**src/rtl/hpmb_pkg.sv**
```systemverilog
package hpmb_pkg;
  localparam int HPMB_DW   = 8;
  localparam int HPMB_SYNC = 2;

  typedef enum logic {
    SEL_DATA   = 1'b0,
    SEL_STATUS = 1'b1
  } hpmb_sel_e;
endpackage

```
**src/rtl/hpmb_sync.sv**
```systemverilog
module hpmb_sync #(
  parameter int   W       = 1,
  parameter int   STAGES  = 2,
  parameter logic RST_VAL = 1'b0
) (
  input  logic         clk,
  input  logic         rst,
  input  logic [W-1:0] d,
  output logic [W-1:0] q
);
  logic [W-1:0] stg [STAGES];

  generate
    for (genvar i = 0; i < STAGES; i++) begin : g_stage
      if (i == 0) begin : g_first
        always_ff @(posedge clk) begin
          if (rst) stg[i] <= {W{RST_VAL}};
          else     stg[i] <= d;
        end
      end else begin : g_next
        always_ff @(posedge clk) begin
          if (rst) stg[i] <= {W{RST_VAL}};
          else     stg[i] <= stg[i-1];
        end
      end
    end
  endgenerate

  assign q = stg[STAGES-1];
endmodule

```
**src/rtl/hpmb_front.sv**
```systemverilog
module hpmb_front #(
  parameter int DW     = 8,
  parameter int STAGES = 2
) (
  input  logic          clk,
  input  logic          rst,
  input  logic          cs_n,
  input  logic          rd_n,
  input  logic          wr_n,
  input  logic          sel,
  input  logic [DW-1:0] din,
  output logic          rd_evt,
  output logic          wr_evt,
  output logic          ev_sel,
  output logic [DW-1:0] ev_data,
  output logic          sel_now
);
  localparam int AW = DW + 1;

  logic [2:0]    ctl_s, ctl_p;
  logic [AW-1:0] ad_s, ad_p;

  hpmb_sync #(.W(3), .STAGES(STAGES), .RST_VAL(1'b1)) u_ctl_sync (
    .clk(clk), .rst(rst), .d({cs_n, rd_n, wr_n}), .q(ctl_s)
  );

  hpmb_sync #(.W(AW), .STAGES(STAGES), .RST_VAL(1'b0)) u_ad_sync (
    .clk(clk), .rst(rst), .d({sel, din}), .q(ad_s)
  );

  always_ff @(posedge clk) begin
    if (rst) begin
      ctl_p <= 3'b111;
      ad_p  <= '0;
    end else begin
      ctl_p <= ctl_s;
      ad_p  <= ad_s;
    end
  end

  // trailing edge of a strobe, qualified by the select seen one cycle earlier
  assign rd_evt  = ctl_s[1] & ~ctl_p[1] & ~ctl_p[2];
  assign wr_evt  = ctl_s[0] & ~ctl_p[0] & ~ctl_p[2];
  assign ev_sel  = ad_p[AW-1];
  assign ev_data = ad_p[DW-1:0];
  assign sel_now = ad_s[AW-1];
endmodule

```
**src/rtl/hpmb_regs.sv**
```systemverilog
module hpmb_regs
  import hpmb_pkg::*;
#(
  parameter int DW = 8
) (
  input  logic          clk,
  input  logic          rst,
  input  logic          rd_evt,
  input  logic          wr_evt,
  input  logic          ev_sel,
  input  logic [DW-1:0] ev_data,
  input  logic          core_tx_load,
  input  logic [DW-1:0] core_tx_byte,
  input  logic          core_rx_take,
  output logic          tx_full,
  output logic [DW-1:0] tx_byte,
  output logic          rx_full,
  output logic [DW-1:0] rx_byte,
  output logic          ovf
);
  logic host_rd, host_wr, rx_accept, rx_drop;

  assign host_rd   = rd_evt & (hpmb_sel_e'(ev_sel) == SEL_DATA);
  assign host_wr   = wr_evt & (hpmb_sel_e'(ev_sel) == SEL_DATA);
  assign rx_accept = host_wr & (~rx_full | core_rx_take);
  assign rx_drop   = host_wr & rx_full & ~core_rx_take;

  always_ff @(posedge clk) begin
    if (rst) begin
      tx_full <= 1'b0;
      tx_byte <= '0;
    end else if (core_tx_load) begin
      tx_full <= 1'b1;
      tx_byte <= core_tx_byte;
    end else if (host_rd) begin
      tx_full <= 1'b0;
    end
  end

  always_ff @(posedge clk) begin
    if (rst) begin
      rx_full <= 1'b0;
      rx_byte <= '0;
    end else if (rx_accept) begin
      rx_full <= 1'b1;
      rx_byte <= ev_data;
    end else if (core_rx_take) begin
      rx_full <= 1'b0;
    end
  end

  always_ff @(posedge clk) begin
    if (rst)          ovf <= 1'b0;
    else if (rx_drop) ovf <= 1'b1;
  end


  irq_rise_from_load_chk: assert property (@(posedge clk) disable iff (rst)
    $rose(tx_full) |-> $past(core_tx_load));


  irq_fall_from_data_read_chk: assert property (@(posedge clk) disable iff (rst)
    $fell(tx_full) |-> $past(rd_evt && !ev_sel));


  rx_fill_from_data_write_chk: assert property (@(posedge clk) disable iff (rst)
    $rose(rx_full) |-> $past(wr_evt && !ev_sel));


  held_byte_stable_chk: assert property (@(posedge clk) disable iff (rst)
    (rx_full && !core_rx_take) |=> $stable(rx_byte));


  overflow_sticky_chk: assert property (@(posedge clk) disable iff (rst)
    ovf |=> ovf);
endmodule

```
**src/rtl/hostport_mailbox.sv**
```systemverilog
module hostport_mailbox
  import hpmb_pkg::*;
#(
  parameter int DW          = HPMB_DW,
  parameter int SYNC_STAGES = HPMB_SYNC
) (
  input  logic          clk,
  input  logic          rst,
  input  logic          hp_cs_n,
  input  logic          hp_rd_n,
  input  logic          hp_wr_n,
  input  logic          hp_sel,
  input  logic [DW-1:0] hp_din,
  output logic [DW-1:0] hp_dout,
  output logic          hp_doe,
  output logic          hp_irq,
  input  logic          core_tx_load,
  input  logic [DW-1:0] core_tx_byte,
  output logic          core_rx_valid,
  output logic [DW-1:0] core_rx_byte,
  input  logic          core_rx_take,
  output logic          rx_overflow
);
  localparam int TE_BIT = DW - 1;
  localparam int RF_BIT = DW - 2;

  logic          rd_evt, wr_evt, ev_sel, sel_now;
  logic [DW-1:0] ev_data;
  logic          tx_full, rx_full, ovf;
  logic [DW-1:0] tx_byte, rx_byte, status, dout_q;

  hpmb_front #(.DW(DW), .STAGES(SYNC_STAGES)) u_front (
    .clk(clk), .rst(rst),
    .cs_n(hp_cs_n), .rd_n(hp_rd_n), .wr_n(hp_wr_n),
    .sel(hp_sel), .din(hp_din),
    .rd_evt(rd_evt), .wr_evt(wr_evt),
    .ev_sel(ev_sel), .ev_data(ev_data), .sel_now(sel_now)
  );

  hpmb_regs #(.DW(DW)) u_regs (
    .clk(clk), .rst(rst),
    .rd_evt(rd_evt), .wr_evt(wr_evt),
    .ev_sel(ev_sel), .ev_data(ev_data),
    .core_tx_load(core_tx_load), .core_tx_byte(core_tx_byte),
    .core_rx_take(core_rx_take),
    .tx_full(tx_full), .tx_byte(tx_byte),
    .rx_full(rx_full), .rx_byte(rx_byte), .ovf(ovf)
  );

  always_comb begin
    status         = '0;
    status[TE_BIT] = ~tx_full;
    status[RF_BIT] = rx_full;
  end

  always_ff @(posedge clk) begin
    if (rst) dout_q <= '0;
    else     dout_q <= (hpmb_sel_e'(sel_now) == SEL_STATUS) ? status : tx_byte;
  end

  assign hp_dout       = dout_q;
  assign hp_doe        = ~hp_cs_n & ~hp_rd_n;
  assign hp_irq        = tx_full;
  assign core_rx_valid = rx_full;
  assign core_rx_byte  = rx_byte;
  assign rx_overflow   = ovf;


  status_low_bits_zero_chk: assert property (@(posedge clk) disable iff (rst)
    $past(sel_now) |-> (hp_dout[RF_BIT-1:0] == '0));


  reset_quiet_chk: assert property (@(posedge clk)
    $past(rst) |-> (!hp_irq && !core_rx_valid && !rx_overflow));
endmodule

```
**config.mk**
```make
export PLATFORM = sky130hd
export DESIGN_NAME = hostport_mailbox
export DESIGN_NICKNAME = d
export VERILOG_FILES = /design/src/rtl/hpmb_pkg.sv /design/src/rtl/hpmb_sync.sv /design/src/rtl/hpmb_front.sv /design/src/rtl/hpmb_regs.sv /design/src/rtl/hostport_mailbox.sv
export SDC_FILE = /design/constraint.sdc
export NUM_CORES = 1
export LEC_CHECK = 0
export BUFFER_PORTS_ARGS = -buffer_cell sky130_fd_sc_hd__buf_2
export CAP_MARGIN = 0
export CORE_UTILIZATION = 51
export DETAILED_ROUTE_END_ITERATION = 10
export GPL_ROUTABILITY_DRIVEN = 1
export PLACE_DENSITY = 0.86
export SYNTH_ARGS = -nofsm -noshare
export SYNTH_HDL_FRONTEND = slang
export SYNTH_HIERARCHICAL = 1
export SYNTH_SLANG_ARGS = --single-unit
```
**constraint.sdc**
```tcl
create_clock -name clk -period 1.5 [get_ports clk]
set_input_delay 0.075 -clock clk [delete_from_list [all_inputs] [get_ports clk]]
set_output_delay 0.075 -clock clk [all_outputs]
set_load 0.03 [all_outputs]
```
==> impl_metrics.csv <==
group,metric,value,unit
synthesis,syn_avg_cell_area,11.4,um^2
detailed_routing,detail_route.iter0.violations,62,
timing,slew_headroom,74.9,%
layout,layout.cells.non_filler,293,
timing,hold_viol_final,0,
timing,timing.final.setup_violations,0,
power_and_ir_drop,power_density,1370,mW/mm^2
detailed_routing,routed_wire_length_per_instance,11.5,um
worst_setup_path,worst_ep_arrival_time,1.43,ns
layout,syn2layout_area_growth,34.2,%
synthesis,synth_top_cells_by_count,"dfxtp_1, nor2b_1, nor2_1, a21oi_1",
worst_setup_path,cp.required,1.75,ns
placement,dp.cells,259,
placement,finalWeightedCongestion,0.729,
synthesis,synth.top_cell.area_share,64.8,%
cts,clkTransAtPathRegs,0.07,ns
layout,insertedDiodeCount,0,
die,floorplan.die.width,63.8,um
synthesis,yosysUniqueCellTypes,20,
detailed_routing,drt_first_pass_iters,4,
global_routing,pin_count_of_the_biggest_net_entering_global_routing,25,
detailed_routing,detail_route.drc_violations,0,
timing,fin_setup_tns,0,ns
power_and_ir_drop,leakagePower,1.15,nW
placement,pre_cts_slack,0.342,ns
layout,final_layout_size_suffix_gt1_share,29.4,%
worst_hold_path,hold_path_startpoint,"core_tx_byte[1]",
worst_setup_path,startpoint,"u_front/ctl_p[2]",
detailed_routing,drt_wl_total,3380,um
layout,layout.nets,264,
synthesis,synthesis.nets,195,
worst_setup_path,cp-end-kind,"flop",
detailed_routing,ratio_of_routed_vias_to_standard_cells,4.69,
synthesis,post_synthesis_cells,171,
synthesis,yosys.area.top_type,"dfxtp_1",
worst_setup_path,crit-reg2reg-launch,"u_front/ctl_p[2]",
detailed_routing,vias,1375,
timing,finalCritPeriodShare,78.9,%
timing,rsz0062_at_grt,"false",
layout,multi_input_area,623,um^2
die,io_pins,44,
timing,timing.final.ws_setup,0.317,ns
layout,storage_cell_area,0.00126,mm^2
layout,final_cell_area,0.00261,mm^2
die,start_util,53.2,%
power_and_ir_drop,max-vdd-ir-drop,0.000741,V
worst_setup_path,critPathKind,"reg -> reg",
die,die_h,63.8,um
power_and_ir_drop,power,3.59,mW
synthesis,synth_top_cells_by_area,"dfxtp_1, nor2b_1, mux2i_1, and2b_1, or2_1",
timing,fmax,845,MHz
timing,final-max-slew-violation-count,0,
cts,cts_bufs_inserted,9,
worst_setup_path,worstSetupStartpointType,"flop",
cts,ctsRootBufferMaster,"clkbuf_8",
die,placeableCoreArea,0.00366,mm^2
die,fp.dieArea,0.00407,mm^2
cts,clk_latency,0.32,ns
cts,cts_tree,"done",
worst_setup_path,crit_fanout,9,
worst_hold_path,min-delay-path-class,"in -> reg",
synthesis,yosysMostFrequentCell,"dfxtp_1",
global_routing,overflow,0,
placement,placed_area,0.00220,mm^2
global_routing,globalRouteTotalUtil,18.3,%
timing,final.setup_skew,0.00589,ns
global_routing,antenna_violations_before_repair,0,
synthesis,synth-async-reset-ratio,0,%
placement,portBuffers,43,
cts,cts.sink_count,63,
synthesis,ys_seq_area_share,64.8,%
synthesis,mappedNetlistArea,0.00195,mm^2
synthesis,synth.ff_latch_count,63,
cts,clk_path_buf_depth,2,
layout,fill_cell_total_of_the_finished_layout,243,
synthesis,ys.warnings.count,6,
outcome,outcome,"finished clean",
detailed_routing,drt.antenna.violating_nets,0,
synthesis,synth-main-ff-cell,"dfxtp_1",
global_routing,grt_first_pass_wirelength,5510,um
timing,timing_worst_slew_pin_value,0.377,ns
die,fp-row-count,22,
timing,period_needed,1.18,ns
global_routing,grt_pass1_vias,1314,
flow_run,max-cap-violations,0,
synthesis,synth-edff-count,0,
cts,clock_tree.htree_level_count,3,
-- cells in the final DEF (no fill, tap or decap), types with 7 or more instances in the layout --
master and n:
or2_1 9, and2b_1 8, nor2b_1 20, clkbuf_8 11, nand4_1 8, a21oi_1 10, nor2_1 14, dfxtp_1 63
mux2i_1 9, dlygate4sd3_1 18, buf_2 43, o21ai_1 7
-- layout make-up --
cell class                 instances  share of cell area, %
clock buffer                      11                   5.80
clock inverter                     5                   3.07
inverter                           1                  0.144
multi-input combinational         99                   23.9
sequential                        63                   48.3
tap                               48                   2.30
timing repair buffer              66                   16.6
-- metrics by stage --
stage	utilization [%]	hold WS (ns)
after floorplan	-	0.147
after global placement	60.1	0.253
after detailed placement	60.1	0.272
after CTS	71.4	0.000124
after global routing	71.4	0.0242
final	71.4	0.0192
-- worst max-delay path, cell delays in order (launching register included) --
cell and delay, ns:
dfxtp_1 0.31, nor3b_1 0.31, buf_4 0.23, nand4_1 0.11
a21oi_1 0.15
-- metal layers --
layer	up-vias	track usage [%]	part of all wire (%)
met5	-	0	0
li1	703	-	-
met1	628	18.6	42
met4	0	10.2	1.2
met2	39	32.3	51
met3	5	6.61	5.3
-- worst paths after layout --
kind	endpoint	slack (ns)	depth (start not counted)
worst max register to register	u_regs/rx_byte[3]	0.32	4
worst min register to register	u_front/u_ctl_sync/stg[1][2]	0.41	1
worst min-delay path	u_regs/tx_byte[1]	0.02	3
worst max-delay path	u_regs/rx_byte[3]	0.32	4
-- flip-flops by register name (all words and copies together), names as in the netlist --
register,count
u_front/u_ctl_sync/stg,6
u_front/ctl_p,3
u_front/ad_p,9
u_regs/ovf,1
u_regs/tx_full,1
u_regs/rx_full,1
hp_dout,8
u_regs/rx_byte,8
u_regs/tx_byte,8
u_front/u_ad_sync/stg,18
-- report_power, final --
group | internal (mW) | switching, mW | total, mW | leakage, nW
Combinational | 0.107 | 0.0930 | 0.200 | 0.522
Sequential | 1.73 | 0.0193 | 1.75 | 0.517
Clock | 1.02 | 0.611 | 1.63 | 0.112
-- repair_timing --
item,CTS,global route
endpoints found under the hold margin,18,0
gates resized for setup,0,0
setup buffers,0,0
hold buffers,18,0
endpoints found under the setup margin,0,0
-- kinds of logic after synthesis --
group           Yosys count  share of synthesized area [%]
flops                    63                           64.8
compound gates           20                           5.53
buf+inv                   9                           3.21
simple gates             70                           21.9
mux                       9                           4.63
(Power assumes the default switching activity.)
